$ cat config.mk
export PLATFORM = sky130hd
export DESIGN_NAME = supply_mode_ctrl
export DESIGN_NICKNAME = d
export VERILOG_FILES = /design/src/rtl/smc_pkg.sv /design/src/rtl/smc_brk_cnt.sv /design/src/rtl/smc_arbiter.sv /design/src/rtl/smc_out_dec.sv /design/src/rtl/supply_mode_ctrl.sv
export SDC_FILE = /design/constraint.sdc
export NUM_CORES = 1
export LEC_CHECK = 0
export BUFFER_PORTS_ARGS = -buffer_cell sky130_fd_sc_hd__buf_2
export CAP_MARGIN = 20
export CELL_PAD_IN_SITES_DETAIL_PLACEMENT = 1
export CELL_PAD_IN_SITES_GLOBAL_PLACEMENT = 2
export CORE_MARGIN = 2
export CORE_UTILIZATION = 26
export CTS_CLUSTER_DIAMETER = 100
export DETAILED_ROUTE_END_ITERATION = 6
export GPL_ROUTABILITY_DRIVEN = 0
export PLACE_DENSITY = 0.91
export SKIP_LAST_GASP = 1
export SLEW_MARGIN = 20
export SYNTH_ARGS = -nofsm -noshare
export SYNTH_HDL_FRONTEND = slang
export SYNTH_HIERARCHICAL = 1
export SYNTH_SLANG_ARGS = --single-unit
$ cat constraint.sdc
create_clock -name clk -period 5.1 [get_ports clk]
set_input_delay 0.255 -clock clk [delete_from_list [all_inputs] [get_ports clk]]
set_output_delay 0.255 -clock clk [all_outputs]
set_load 0.02 [all_outputs]
$ cat src/rtl/smc_pkg.sv
package smc_pkg;

   typedef enum logic [2:0] {
      M_IDLE   = 3'd0,
      M_INIT   = 3'd1,
      M_ACTIVE = 3'd2,
      M_OTP    = 3'd3,
      M_FSAFE  = 3'd4,
      M_FOFF   = 3'd5
   } smc_mode_e;

   localparam int unsigned SMC_NUM_MODES = 6;

   typedef struct packed {
      logic supply_lost;
      logic supply_back;
      logic fault;
      logic init_req;
      logic fs_req_act;
      logic fs_req_init;
      logic act_ok_init;
      logic act_ok_fs;
      logic otp_enter;
      logic otp_exit;
   } smc_cond_t;

endpackage

$ cat src/rtl/smc_brk_cnt.sv
module smc_brk_cnt #(
   parameter  int unsigned LIMIT = 6,
   localparam int unsigned CW    = $clog2(LIMIT + 1)
) (
   input  logic clk,
   input  logic rst_n,
   input  logic strobe,
   input  logic clr,
   output logic full
);

   generate
      if (LIMIT < 1) begin : g_bad_limit
         $error("smc_brk_cnt: LIMIT must be at least 1");
      end
   endgenerate

   logic [CW-1:0] cnt;

   always_ff @(posedge clk or negedge rst_n) begin
      if (!rst_n) begin
         cnt <= '0;
      end else if (clr) begin
         cnt <= '0;
      end else if (strobe && (cnt != CW'(LIMIT))) begin
         cnt <= cnt + 1'b1;
      end
   end

   assign full = (cnt == CW'(LIMIT));

   AST_BRK_SAT: assert property (@(posedge clk) disable iff (!rst_n)
      cnt <= CW'(LIMIT));
   AST_BRK_HOLD_FULL: assert property (@(posedge clk) disable iff (!rst_n)
      (full && !clr) |=> full);

endmodule

$ cat src/rtl/smc_arbiter.sv
module smc_arbiter
   import smc_pkg::*;
(
   input  smc_mode_e cur,
   input  smc_cond_t c,
   output smc_mode_e nxt
);

   always_comb begin
      nxt = cur;
      if (c.supply_lost) begin
         nxt = M_IDLE;
      end else begin
         unique case (cur)
            M_IDLE: begin
               if (c.supply_back) nxt = M_INIT;
            end
            M_FOFF: begin
               nxt = M_FOFF;
            end
            M_INIT: begin
               if (c.fault)             nxt = M_FOFF;
               else if (c.init_req)     nxt = M_INIT;
               else if (c.fs_req_init)  nxt = M_FSAFE;
               else if (c.act_ok_init)  nxt = M_ACTIVE;
               else if (c.otp_enter)    nxt = M_OTP;
            end
            M_ACTIVE: begin
               if (c.fault)             nxt = M_FOFF;
               else if (c.init_req)     nxt = M_INIT;
               else if (c.fs_req_act)   nxt = M_FSAFE;
            end
            M_FSAFE: begin
               if (c.fault)             nxt = M_FOFF;
               else if (c.init_req)     nxt = M_INIT;
               else if (c.act_ok_fs)    nxt = M_ACTIVE;
            end
            M_OTP: begin
               if (c.fault)             nxt = M_FOFF;
               else if (c.otp_exit)     nxt = M_INIT;
            end
            default: nxt = M_IDLE;
         endcase
      end
   end

endmodule

$ cat src/rtl/smc_out_dec.sv
module smc_out_dec
   import smc_pkg::*;
#(
   parameter int unsigned NM          = SMC_NUM_MODES,
   parameter bit          DIAG_IN_OTP = 1'b1
) (
   input  smc_mode_e        mode,
   input  logic             supply_lost,
   output logic [NM-1:0]    mode_oh,
   output logic             out_en,
   output logic             diag_en,
   output logic             adc_valid
);

   generate
      if (NM != SMC_NUM_MODES) begin : g_bad_nm
         $error("smc_out_dec: NM must equal the number of modes");
      end
   endgenerate

   for (genvar i = 0; i < NM; i++) begin : g_oh
      assign mode_oh[i] = (mode == smc_mode_e'(3'(i)));
   end

   logic drive_mode;
   logic diag_mode;

   assign drive_mode = (mode == M_ACTIVE) || (mode == M_FSAFE);

   generate
      if (DIAG_IN_OTP) begin : g_diag_otp
         assign diag_mode = drive_mode || (mode == M_OTP);
      end else begin : g_diag_drv
         assign diag_mode = drive_mode;
      end
   endgenerate

   assign out_en    = drive_mode && !supply_lost;
   assign diag_en   = diag_mode && !supply_lost;
   assign adc_valid = drive_mode || (mode == M_OTP);

endmodule

$ cat src/rtl/supply_mode_ctrl.sv
module supply_mode_ctrl
   import smc_pkg::*;
#(
   parameter int unsigned BRK_COUNT      = 6,
   parameter bit          LOAD_FAULT_OFF = 1'b1,
   parameter bit          DIAG_IN_OTP    = 1'b1,
   localparam int unsigned NM            = SMC_NUM_MODES
) (
   input  logic          clk,
   input  logic          rst_n,
   input  logic          vs_uv_fall,
   input  logic          vs_ok_rise,
   input  logic          vs_ok_opmin,
   input  logic          vdd_ok_rise,
   input  logic          vdd_uv_fall,
   input  logic          err_pin_low,
   input  logic          int_fault,
   input  logic          load_fault,
   input  logic          cmd_init,
   input  logic          cmd_fsafe,
   input  logic          cmd_dc_upd,
   input  logic          cmd_sync_brk,
   input  logic          cmd_otp_enter,
   input  logic          cmd_otp_exit,
   input  logic          wdt_expired,
   input  logic          wdt_off,
   input  logic          gp_level,
   input  logic          gp_warn,
   input  logic          bist_ok,
   input  logic          otp_locked,
   input  logic          otp_emu_ok,
   output logic [NM-1:0] mode_oh,
   output logic          out_en,
   output logic          diag_en,
   output logic          adc_valid,
   output logic          mode_chg
);

   smc_mode_e mode, nxt;
   smc_cond_t cond;
   logic      warn_q;
   logic      brk_full;
   logic      brk_clr;
   logic      other_cmd;
   logic      load_hit;

   generate
      if (LOAD_FAULT_OFF) begin : g_load_on
         assign load_hit = load_fault;
      end else begin : g_load_off
         assign load_hit = 1'b0;
      end
   endgenerate

   assign other_cmd = cmd_init | cmd_fsafe | cmd_dc_upd | cmd_otp_enter | cmd_otp_exit;

   always_comb begin
      cond             = '0;
      cond.supply_lost = vs_uv_fall;
      cond.supply_back = vs_ok_rise;
      cond.fault       = int_fault | vdd_uv_fall | err_pin_low | load_hit;
      cond.init_req    = cmd_init | brk_full;
      cond.fs_req_act  = wdt_expired | cmd_fsafe | (wdt_off & gp_warn);
      cond.fs_req_init = (wdt_expired | cmd_fsafe) & bist_ok;
      cond.act_ok_init = (cmd_dc_upd | gp_level) & bist_ok & (otp_locked | otp_emu_ok)
                         & vdd_ok_rise & vs_ok_opmin;
      cond.act_ok_fs   = cmd_dc_upd | (warn_q & ~gp_warn);
      cond.otp_enter   = cmd_otp_enter;
      cond.otp_exit    = cmd_otp_exit;
   end

   smc_arbiter u_arb (
      .cur (mode),
      .c   (cond),
      .nxt (nxt)
   );

   assign brk_clr = other_cmd | (nxt != mode) | (mode == M_IDLE);

   smc_brk_cnt #(.LIMIT(BRK_COUNT)) u_brk (
      .clk    (clk),
      .rst_n  (rst_n),
      .strobe (cmd_sync_brk),
      .clr    (brk_clr),
      .full   (brk_full)
   );

   always_ff @(posedge clk or negedge rst_n) begin
      if (!rst_n) begin
         mode     <= M_IDLE;
         mode_chg <= 1'b0;
         warn_q   <= 1'b0;
      end else begin
         mode     <= nxt;
         mode_chg <= (nxt != mode);
         warn_q   <= gp_warn;
      end
   end

   smc_out_dec #(.NM(NM), .DIAG_IN_OTP(DIAG_IN_OTP)) u_dec (
      .mode        (mode),
      .supply_lost (vs_uv_fall),
      .mode_oh     (mode_oh),
      .out_en      (out_en),
      .diag_en     (diag_en),
      .adc_valid   (adc_valid)
   );

   AST_SUPPLY_DROP_IDLE: assert property (@(posedge clk) disable iff (!rst_n)
      vs_uv_fall |=> (mode == M_IDLE));
   AST_IDLE_HOLD: assert property (@(posedge clk) disable iff (!rst_n)
      ((mode == M_IDLE) && !vs_ok_rise) |=> (mode == M_IDLE));
   AST_FAULT_FOFF: assert property (@(posedge clk) disable iff (!rst_n)
      (!vs_uv_fall && int_fault && (mode != M_IDLE)) |=> (mode == M_FOFF));
   AST_FOFF_STICKY: assert property (@(posedge clk) disable iff (!rst_n)
      ((mode == M_FOFF) && !vs_uv_fall) |=> (mode == M_FOFF));
   AST_OTP_NO_DRIVE: assert property (@(posedge clk) disable iff (!rst_n)
      mode_oh[3] |-> !out_en);
   AST_MODE_ONEHOT: assert property (@(posedge clk) disable iff (!rst_n)
      $countones(mode_oh) == 1);
   AST_CHG_ON_MOVE: assert property (@(posedge clk) disable iff (!rst_n)
      (mode != $past(mode)) |-> mode_chg);
   AST_CHG_ONLY_MOVE: assert property (@(posedge clk) disable iff (!rst_n)
      mode_chg |-> (mode != $past(mode)));

endmodule

==> results of run 1 <==
power breakdown:
group | internal [mW] | switching, mW | total [mW]
combinational | 0.0269 | 0.0333 | 0.0602
clock | 0.0268 | 0.0200 | 0.0469
sequential | 0.0680 | 0.00975 | 0.0777
total | 0.122 | 0.0630 | 0.185
per-stage QoR:
stage,utilization (%),cells
2_1_floorplan,-,84
3_3_place_gp,35.0,144
3_5_place_dp,35.0,144
4_1_cts,36.3,148
5_1_grt,36.3,148
6_report,36.3,148
area by class of cell:
cell class	count	area (sq um)	area share (%)
multi-input cells	69	458	50.5
flip-flops and latches	8	200	22.1
repair buffers	33	170	18.8
well taps	30	37.5	4.14
clock buffers	3	22.5	2.48
inverters	5	18.8	2.07
metal layers:
layer  routed length (microns)  vias up  global-route usage, %
met5                         0        -                      0
met4                        22        0                   6.27
met3                        67        2                   1.63
met2                       945       15                   24.1
met1                       838      350                   14.4
li1                          -      373                      -
state kept, by name, indices dropped and copies added (netlist names):
| register | flops |
|---|---|
| warn_q | 1 |
| u_brk/cnt | 3 |
| mode | 3 |
| mode_chg | 1 |
critical path, stage by stage, from the launching register on:
cell      delay, ns
dfrtp_1        0.40
inv_1          0.06
ha_1           0.22
and2_1         0.16
or2_2          0.32
a21oi_1        0.14
a211oi_1       0.08
nor3_1         0.24
xor2_1         0.18
nor2_1         0.08
nand4_1        0.20
nor2b_1        0.07
mux2_1         0.29
worst paths after layout:
kind                       cells past startpoint  slack [ns]            to          from
setup / recovery                              12        2.54  u_brk/cnt[0]  u_brk/cnt[0]
hold / removal                                 1        0.14        warn_q       gp_warn
setup reg to reg                              12        2.54  u_brk/cnt[0]  u_brk/cnt[0]
hold reg to reg                                2        0.65  u_brk/cnt[1]  u_brk/cnt[1]
max in group asynchronous                      2        4.55       mode[2]         rst_n
min in group asynchronous                      2        0.38       mode[0]         rst_n
cells in the final DEF, fill, tap and decap left out, types with 2 or more instances in the layout:
| cell type | instances |
|---|---|
| nand2_1 | 3 |
| dfrtp_1 | 8 |
| mux2_1 | 2 |
| o21ai_0 | 2 |
| nor2b_1 | 2 |
| a21oi_2 | 2 |
| a211oi_1 | 2 |
| xnor2_1 | 2 |
| ha_1 | 2 |
| nor2_1 | 13 |
| xor2_1 | 2 |
| buf_2 | 32 |
| a21oi_1 | 4 |
| nor3_1 | 9 |
| inv_1 | 4 |
| o21a_1 | 2 |
| clkbuf_4 | 3 |
cells by family (layout without fill, tap and decap cells):
kind of cell               after synthesis  after routing  share of synthesized area [%]
xor gates and xnor gates                 4              4                           5.06
adders and majority gates                2              2                           3.61
AOI/OAI and AO/OA                       21             21                           21.5
DFF                                      8              8                           28.9
buffers and inverters                    7             41                           5.05
muxes                                    2              2                           3.25
and+or+nand+nor                         40             40                           32.7
==> results.ini, run 1 <==
[status]
status = completed

[route]
drt_first_iter_violations = 20
drc_errors = 0
vias_per_cell = 5.00
vias = 740
first_pass_iters = 4
wire_per_inst_microns = 12.7
routed_wl_microns = 1870
drtAntennaViolNets = 0

[timing]
hold_viol = 0
skew_ns = 0.00520
final.setup.worst_slack_ns = 2.54
min_period_ns = 2.56
holdWs_ns = 0.140
max_freq_mhz = 391
max_slew.worst_pin.slew_ns = 0.653
slew_violations = 0
finalCritPeriodShare_pct = 50.2
finalSetupViolations = 0
relSlewSlack_pct = 56.5
rsz0062_at_grt = no
tns_ns = 0

[finish]
drive_gt1_share_pct = 37.3
areaGrowthSynthToFinish_pct = 30.9
n_fill_cell = 323
final_nets = 145
fin_area_sq_um = 907
n_antenna_cell = 0

[synthesis]
syn-cell-area_sq_um = 693
synth_area_leader_cell = dfrtp_1
syn-num-nets = 109
yosysWarnings = 6
yosysTopAreaCellShare_pct = 28.9
synth.top_cells.by_count = nor2_1 (13), nor3_1 (9), dfrtp_1 (8)
ys_seq_elements = 8
synthTopCellsByArea = dfrtp_1 (29%), nor2_1 (7.0%), nor3_1 (6.5%), ha_1 (3.6%), mux2_1 (3.2%)
yosys_most_used_dff = dfrtp_1
synthDistinctLibCells = 40
yosysMostFrequentCell = nor2_1
ys_async_sr_fraction_pct = 100
synthCells = 84
synth_seq_area_share_pct = 28.9
synth-edff-count = 0
avgSynthCellArea_sq_um = 8.25

[die]
dieArea_sq_um = 3100
die_w_microns = 55.6
rows = 18
core-area_sq_um = 2500
die_height_microns = 55.6
initial_core_util_pct = 27.7
num_io_pins = 33

[clock_tree]
cts.sinks = 8
clock_path_buffers = 2
cts_hold_buf = 1
post-cts-setup-buffers = 0
clk_latency_ns = 0.25
root_buffer = clkbuf_4
cts_max_level = 1
path_clk_slew_ns = 0.06
cts_made_buffers = 3
cts_tree = done
ctsResizeCount = 0

[flow_run]
cap_viol_max_count = 0

[setup_path]
worstSetupPathType = reg -> reg
critPathMaxFanout = 5
worst_ep_required_time_ns = 5.23
end_kind = register
startpoint_type = register
cp.arrival_ns = 2.69

[grt]
grt_use_total_pct = 13.0
grt_max_degree = 21
antenna_found_initial = 0
overflow = 0
grt_pass1_vias = 755
grt_pass1_wl_microns = 3250

[placement]
numPortBuffers = 32
place_area_sq_um = 875
place_hpwl_microns = 1510
dpl_worst_slack_ns = 2.55

[power]
vdd.ir_drop.worst_mv = 0.112
total_power_uw = 185
p_leak_nw = 0.440
pwr_density_cell_nw_per_um2 = 204

[min_path]
hold_path_class = in -> reg

Note: power is estimated with default switching activity, not from simulation.
==> run 2: changes to the inputs <==
--- a/config.mk
+++ b/config.mk
@@ -10,11 +10,11 @@
 export CELL_PAD_IN_SITES_DETAIL_PLACEMENT = 1
 export CELL_PAD_IN_SITES_GLOBAL_PLACEMENT = 2
 export CORE_MARGIN = 2
-export CORE_UTILIZATION = 26
+export CORE_UTILIZATION = 24
 export CTS_CLUSTER_DIAMETER = 100
 export DETAILED_ROUTE_END_ITERATION = 6
 export GPL_ROUTABILITY_DRIVEN = 0
-export PLACE_DENSITY = 0.91
+export PLACE_DENSITY = 0.86
 export SKIP_LAST_GASP = 1
 export SLEW_MARGIN = 20
 export SYNTH_ARGS = -nofsm -noshare
==> constraint.sdc (replaced) <==
create_clock -name clk -period 2.4 [get_ports clk]
set_input_delay 0.12 -clock clk [delete_from_list [all_inputs] [get_ports clk]]
set_output_delay 0.12 -clock clk [all_outputs]
set_load 0.02 [all_outputs]
==> run 2 against run 1 <==
Setup slack got worse by 2.5 ns. Largest cell class unchanged. Clock skew down 0.0030 ns. Highest routed layer unchanged. Sequential share of layout area decreased by 1.7 points. Via count increased by 2.6%. Worst hold slack got worse by 0.049 ns. Critical path type unchanged. Cell count rose by 5.4%. Sequential power up 110%. Maximum frequency grew 7.6%. Register-to-register slack worse by 2.5 ns. Clock-buffer cell count stayed put. Critical endpoint is now u_brk/cnt[1]. Non-clock buffer count rose by 7.
==> results.ini, run 2 (synthesized netlist as in run 1, its figures left out) <==
[status]
status = completed

[die]
rows = 19  ; +1
num_io_pins = 33  ; unchanged
die_w_microns = 57.7  ; +3.8%
dieArea_sq_um = 3330  ; +7.7%
initial_core_util_pct = 25.1  ; -2.6 points
core-area_sq_um = 2760  ; +10%
die_height_microns = 57.7  ; +3.8%

[timing]
relSlewSlack_pct = 67.4  ; +11 points
finalSetupViolations = 0  ; unchanged
finalCritPeriodShare_pct = 99.1  ; +49 points
rsz0062_at_grt = yes
hold_viol = 0  ; unchanged
slew_violations = 0  ; unchanged
skew_ns = 0.00223  ; -0.00297 ns
max_slew.worst_pin.slew_ns = 0.489  ; -0.164 ns
holdWs_ns = 0.0902  ; -0.0494 ns
max_freq_mhz = 420  ; +7.6%
min_period_ns = 2.38  ; -0.180 ns

[clock_tree]
cts.sinks = 8  ; unchanged
cts_max_level = 1  ; unchanged
root_buffer = clkbuf_4
path_clk_slew_ns = 0.06  ; about the same
cts_made_buffers = 3  ; unchanged
clock_path_buffers = 2  ; unchanged
clk_latency_ns = 0.25  ; about the same
cts_tree = done

[grt]
grt_pass1_wl_microns = 3500  ; +7.7%
grt_use_total_pct = 13.3  ; +0.26 points
grt_max_degree = 17  ; -19%
grt_pass1_vias = 804  ; +6.5%
overflow = 0  ; unchanged
antenna_found_initial = 0  ; unchanged

[finish]
n_fill_cell = 352  ; +9.0%
fin_area_sq_um = 981  ; +8.1%
n_antenna_cell = 0  ; unchanged
final_common_cell = buf_2
largestRegisters = mode (3), u_brk/cnt (3)
final_nets = 152  ; +4.8%
final_cell_mix = buf_2 (32), nor2_1 (12), nor3_1 (8), dfrtp_1 (8), buf_4 (6)
areaGrowthSynthToFinish_pct = 41.5
drive_gt1_share_pct = 43.2  ; +5.9 points

[setup_path]
path_cells = inv_1 -> ha_1 -> and2_1 -> or2_4 -> nor2_2 -> o21a_1 -> a221o_1 -> a21oi_2 -> xor2_1 -> nor2_1 -> nand4_1 -> nor2_1 -> mux2_1
startpoint_type = register
slowest_stage = dfrtp_1
end_kind = register
cp.arrival_ns = 2.52  ; -0.17 ns
critPathMaxFanout = 5  ; unchanged
cpMostUsedCell = nor2_1
worstSetupPathType = reg -> reg
r2r_setup_slack_ns = 0.02  ; -2.52 ns
critPathBufInv = 1  ; unchanged
worst_path_largest_cell_delay_ns = 0.38  ; -0.02 ns
worst_ep_required_time_ns = 2.54  ; -2.69 ns
critical_path.top_delay_family = simple AND/OR/NAND/NOR gates

[power]
vdd.ir_drop.worst_mv = 0.233  ; +110%
pwr_density_cell_nw_per_um2 = 416  ; +100%
p_leak_nw = 0.482  ; +9.5%

[min_path]
hold_path_class = in -> reg

[flow_run]
cap_viol_max_count = 0  ; unchanged

[route]
drt_first_iter_violations = 6  ; -70%
vias_per_cell = 4.87  ; -2.7%
wire_per_inst_microns = 12.6  ; -0.17%
drtAntennaViolNets = 0  ; unchanged
routed_wl_microns = 1970  ; +5.2%
drc_errors = 0  ; unchanged
first_pass_iters = 3  ; -1
vias = 759  ; +2.6%

[placement]
numPortBuffers = 32  ; unchanged
place_area_sq_um = 921  ; +5.3%
place_hpwl_microns = 1630  ; +7.9%

-- run 2: changes by cell type in the layout (fill, tap and decap cells not counted) --
cell,previous run,this run
a21boi_1,1,0
a21boi_2,1,2
a21oi_1,4,3
a21oi_2,2,3
buf_4,0,6
dlygate4sd3_1,1,2
nor2_1,13,12
nor2_2,0,1
nor3_1,9,8
nor3_2,0,1
or2_2,1,0
or2_4,0,1
-- run 2: path summary, 6_finish.rpt --
check                                  start            to  depth (start not counted)
worst min register to register  u_brk/cnt[2]  u_brk/cnt[2]                          2
worst max-delay path            u_brk/cnt[0]  u_brk/cnt[1]                         13
worst max register to register  u_brk/cnt[0]  u_brk/cnt[1]                         13
max in group asynchronous              rst_n       mode[0]                          2
min in group asynchronous              rst_n  u_brk/cnt[1]                          2
worst min-delay path              vs_uv_fall       mode[0]                          2
-- run 2: routing by layer --
| metal | track usage (%) | share of wire (%) | vias to the layer above |
|---|---|---|---|
| met5 | 0 | 0 | - |
| met3 | 2.01 | 2.6 | 2 |
| li1 | - | - | 386 |
| met4 | 5.98 | 1.2 | 0 |
| met2 | 23.2 | 51 | 14 |
| met1 | 15.9 | 45 | 357 |
-- run 2: per-stage QoR --
step / power [mW] / utilization [%] / TNS [ns] / worst slack, ns / cells
2_1_floorplan: 0.246 / - / 0 / 0.103 / 84
3_3_place_gp: 0.298 / 33.4 / -0.0210 / -0.0151 / 151
3_5_place_dp: 0.303 / 33.4 / -0.0939 / -0.0492 / 151
4_1_cts: 0.418 / 35.3 / 0 / 0.00797 / 156
5_1_grt: 0.440 / 35.6 / -0.350 / -0.156 / 156
6_report: 0.408 / 35.6 / 0 / 0.0205 / 156
-- run 2: final cells by class --
cell class                 count  area, sq um  share of cell area [%]
clock buffer                   3         22.5                    2.30
inverter                       5         18.8                    1.91
multi-input combinational     69          475                    48.5
sequential                     8          200                    20.4
tap                           31         38.8                    3.95
timing repair buffer          40          225                    23.0
-- run 2: timing repair --
item                                    in CTS  in global routing
pin swaps                                    3                  1
setup buffers                                0                  0
endpoints found under the setup margin       2                  3
gates resized for setup                      3                  2
endpoints found under the hold margin        9                  0
hold buffers                                 2                  0
-- run 2: where the power goes --
group / total, mW / switching (mW) / internal, mW
combinational: 0.141 / 0.0764 / 0.0644
clock: 0.107 / 0.0491 / 0.0575
sequential: 0.161 / 0.0166 / 0.144
==> run 3: changes to the inputs <==
==> constraint.sdc (replaced) <==
create_clock -name clk -period 2.25 [get_ports clk]
set_input_delay 0.1125 -clock clk [delete_from_list [all_inputs] [get_ports clk]]
set_output_delay 0.1125 -clock clk [all_outputs]
set_load 0.02 [all_outputs]
==> run 3 against run 2 <==
The flow now finishes with violations (negative setup slack). Setup slack worse by 0.17 ns. Highest routed layer is now met3. Register-to-register slack worse by 0.17 ns. Utilization up 3.1 points. Clock power grew 5%. Worst hold slack improved by 0.12 ns. Total power increased by 12%. Cell count rose by 5.1%. Sequential share of layout area is 1.7 points lower. Clock-buffer cell count did not move. Combinational power grew 26%.
==> results.ini, run 3 (synthesized netlist as in run 1, its figures left out) <==
[timing]
final.setup.worst_slack_ns = -0.151  ; -0.172 ns
rsz0062_at_grt = yes
hold_viol = 0  ; unchanged
max_freq_mhz = 416  ; -0.90%
skew_ns = 0.00294  ; +0.000715 ns
max_slew.worst_pin.slew_ns = 0.382  ; -0.107 ns
slew_violations = 0  ; unchanged
finalSetupViolations = 3  ; +3
relSlewSlack_pct = 74.5  ; +7.1 points
min_period_ns = 2.40  ; +0.0217 ns
finalCritPeriodShare_pct = 107  ; +7.6 points

[route]
vias = 802  ; +5.7%
wire_per_inst_microns = 13.1  ; +3.8%
routed_wl_microns = 2150  ; +9.1%
drc_errors = 0  ; unchanged
vias_per_cell = 4.89  ; +0.51%
first_pass_iters = 4  ; +1
drtAntennaViolNets = 0  ; unchanged
drt_first_iter_violations = 6  ; unchanged

[finish]
final_nets = 160  ; +5.3%
regArea_sq_um = 200  ; unchanged
areaGrowthSynthToFinish_pct = 54.0
n_fill_cell = 355  ; +0.85%
n_antenna_cell = 0  ; unchanged
final_util_pct = 38.7  ; +3.1 points
drive_gt1_share_pct = 50.4  ; +7.2 points
largestRegisters = mode (3), u_brk/cnt (3)
final_common_cell = buf_2
multiInputGateArea_sq_um = 502  ; +5.5%
final_cell_mix = buf_2 (32), buf_4 (14), nor2_1 (12)

[die]
num_io_pins = 33  ; unchanged
core-area_sq_um = 2760  ; unchanged
rows = 19  ; unchanged
die_w_microns = 57.7  ; unchanged
dieArea_sq_um = 3330  ; unchanged
initial_core_util_pct = 25.1  ; unchanged
die_height_microns = 57.7  ; unchanged

[grt]
overflow = 0  ; unchanged
grt_max_degree = 14  ; -3
grt_pass1_wl_microns = 3650  ; +4.3%
grt_pass1_vias = 858  ; +6.7%
grt_use_total_pct = 13.7  ; +0.47 points
antenna_found_initial = 0  ; unchanged

[clock_tree]
clock_path_buffers = 2  ; unchanged
cts_made_buffers = 3  ; unchanged
cts_tree = done
clk_latency_ns = 0.25  ; about the same
path_clk_slew_ns = 0.06  ; about the same
root_buffer = clkbuf_4
cts.sinks = 8  ; unchanged
cts_max_level = 1  ; unchanged

[setup_path]
critical_path.top_delay_family = simple AND/OR/NAND/NOR gates
r2r-start = u_brk/cnt[0]
critPathBufInv = 1  ; unchanged
startpoint_type = register
end_kind = register
worstSetupPathType = reg -> reg
path_cells = inv_2 -> ha_4 -> and2_4 -> or2_4 -> nor2_4 -> o21a_1 -> a221o_1 -> a21oi_2 -> xor2_1 -> nor2_1 -> nand4_1 -> nor2b_1 -> mux2_4
worst_path_largest_cell_delay_ns = 0.38  ; about the same
critPathMaxFanout = 5  ; unchanged
rr_worst_depth = 13  ; unchanged
cp.arrival_ns = 2.54  ; +0.02 ns
worst_ep_required_time_ns = 2.39  ; -0.15 ns
cp-endpoint = u_brk/cnt[1]
worstSetupPathDepth = 13  ; unchanged
r2r_setup_slack_ns = -0.15  ; -0.17 ns
timing.rr.end = u_brk/cnt[1]
slowest_stage = dfrtp_1
crit_start = u_brk/cnt[0]

[placement]
numPortBuffers = 32  ; unchanged
dpl_worst_slack_ns = -0.182  ; -0.133 ns
place_hpwl_microns = 1630  ; -0.19%

[status]
violations = negative setup slack
status = finished with violations

[power]
seqPwrFrac_pct = 36.9  ; -2.5 points
clock_power_share_pct = 24.4  ; -1.7 points
total_power_uw = 458  ; +12%
pwr_density_cell_nw_per_um2 = 429  ; +3.1%
vdd.ir_drop.worst_mv = 0.245  ; +5.2%
swShare_pct = 34.4  ; -0.37 points
p_leak_nw = 0.524  ; +8.5%
combinationalPowerShare_pct = 38.7  ; +4.2 points
internal_power_uw = 300  ; +13%
switchingPower_uw = 158  ; +11%

[flow_run]
cap_viol_max_count = 0  ; unchanged

[min_path]
hold_path_class = in -> reg

[run 3: how the worst min path moves through the flow]
stage / from / to / cells past startpoint / slack, ns
floorplan: rst_n / mode[0] / 0 / -0.18
global placement: rst_n / u_brk/cnt[0] / 1 / -0.04
detailed placement: rst_n / u_brk/cnt[0] / 1 / -0.03
CTS: vs_uv_fall / mode[0] / 2 / 0.08
global route: vs_uv_fall / mode[0] / 3 / 0.21
finish: vs_uv_fall / mode[0] / 3 / 0.21
[run 3: routing by layer]
| metal | vias to the layer above | track usage [%] | part of all wire, % |
|---|---|---|---|
| met4 | 0 | 3.99 | 0 |
| li1 | 402 | - | - |
| met3 | 0 | 1.34 | 2.2 |
| met5 | - | 0 | 0 |
| met1 | 386 | 16.6 | 45 |
| met2 | 14 | 25.5 | 53 |
[run 3: cell type report]
type                       instances  share of cell area, %
multi-input combinational         69                   47.0
timing repair buffer              48                   26.7
clock buffer                       3                   2.11
inverter                           5                   1.76
tap                               31                   3.63
sequential                         8                   18.8
[run 3: stage by stage]
step           instance area [sq um]  hold WS, ns  setup TNS (ns)  cells
4_1_cts                         1050       0.0830          -0.624    164
3_5_place_dp                     936      -0.0268          -0.425    152
2_1_floorplan                    701       -0.183               0     84
3_3_place_gp                     936      -0.0374          -0.229    152
6_report                        1070        0.205          -0.398    164
5_1_grt                         1070        0.211          -0.805    164
[run 3: timing repair]
item,in CTS,in global routing
endpoints found under the hold margin,9,0
gates resized for setup,4,5
pin swaps,6,6
hold buffers,2,0
setup buffers,7,2
endpoints found under the setup margin,3,4
[run 3: worst register-to-register path, delay by kind of cell (launching register included)]
family,cells,cell delay (ns)
adders and majority gates,1,0.12
and+or+nand+nor,6,0.66
buffers and inverters,1,0.07
AOI/OAI and AO/OA,3,0.60
muxes,1,0.28
xor gates and xnor gates,1,0.17
DFF,1,0.38
[run 3: power groups by stage]
| stage | Sequential [mW] | Combinational [mW] | Clock, mW |
|---|---|---|---|
| finish | 0.169 | 0.177 | 0.112 |
| detailed placement | 0.171 | 0.153 | 0 |
| CTS | 0.169 | 0.185 | 0.120 |
| floorplan | 0.177 | 0.0859 | 0 |
| global route | 0.171 | 0.195 | 0.126 |
| global placement | 0.171 | 0.149 | 0 |
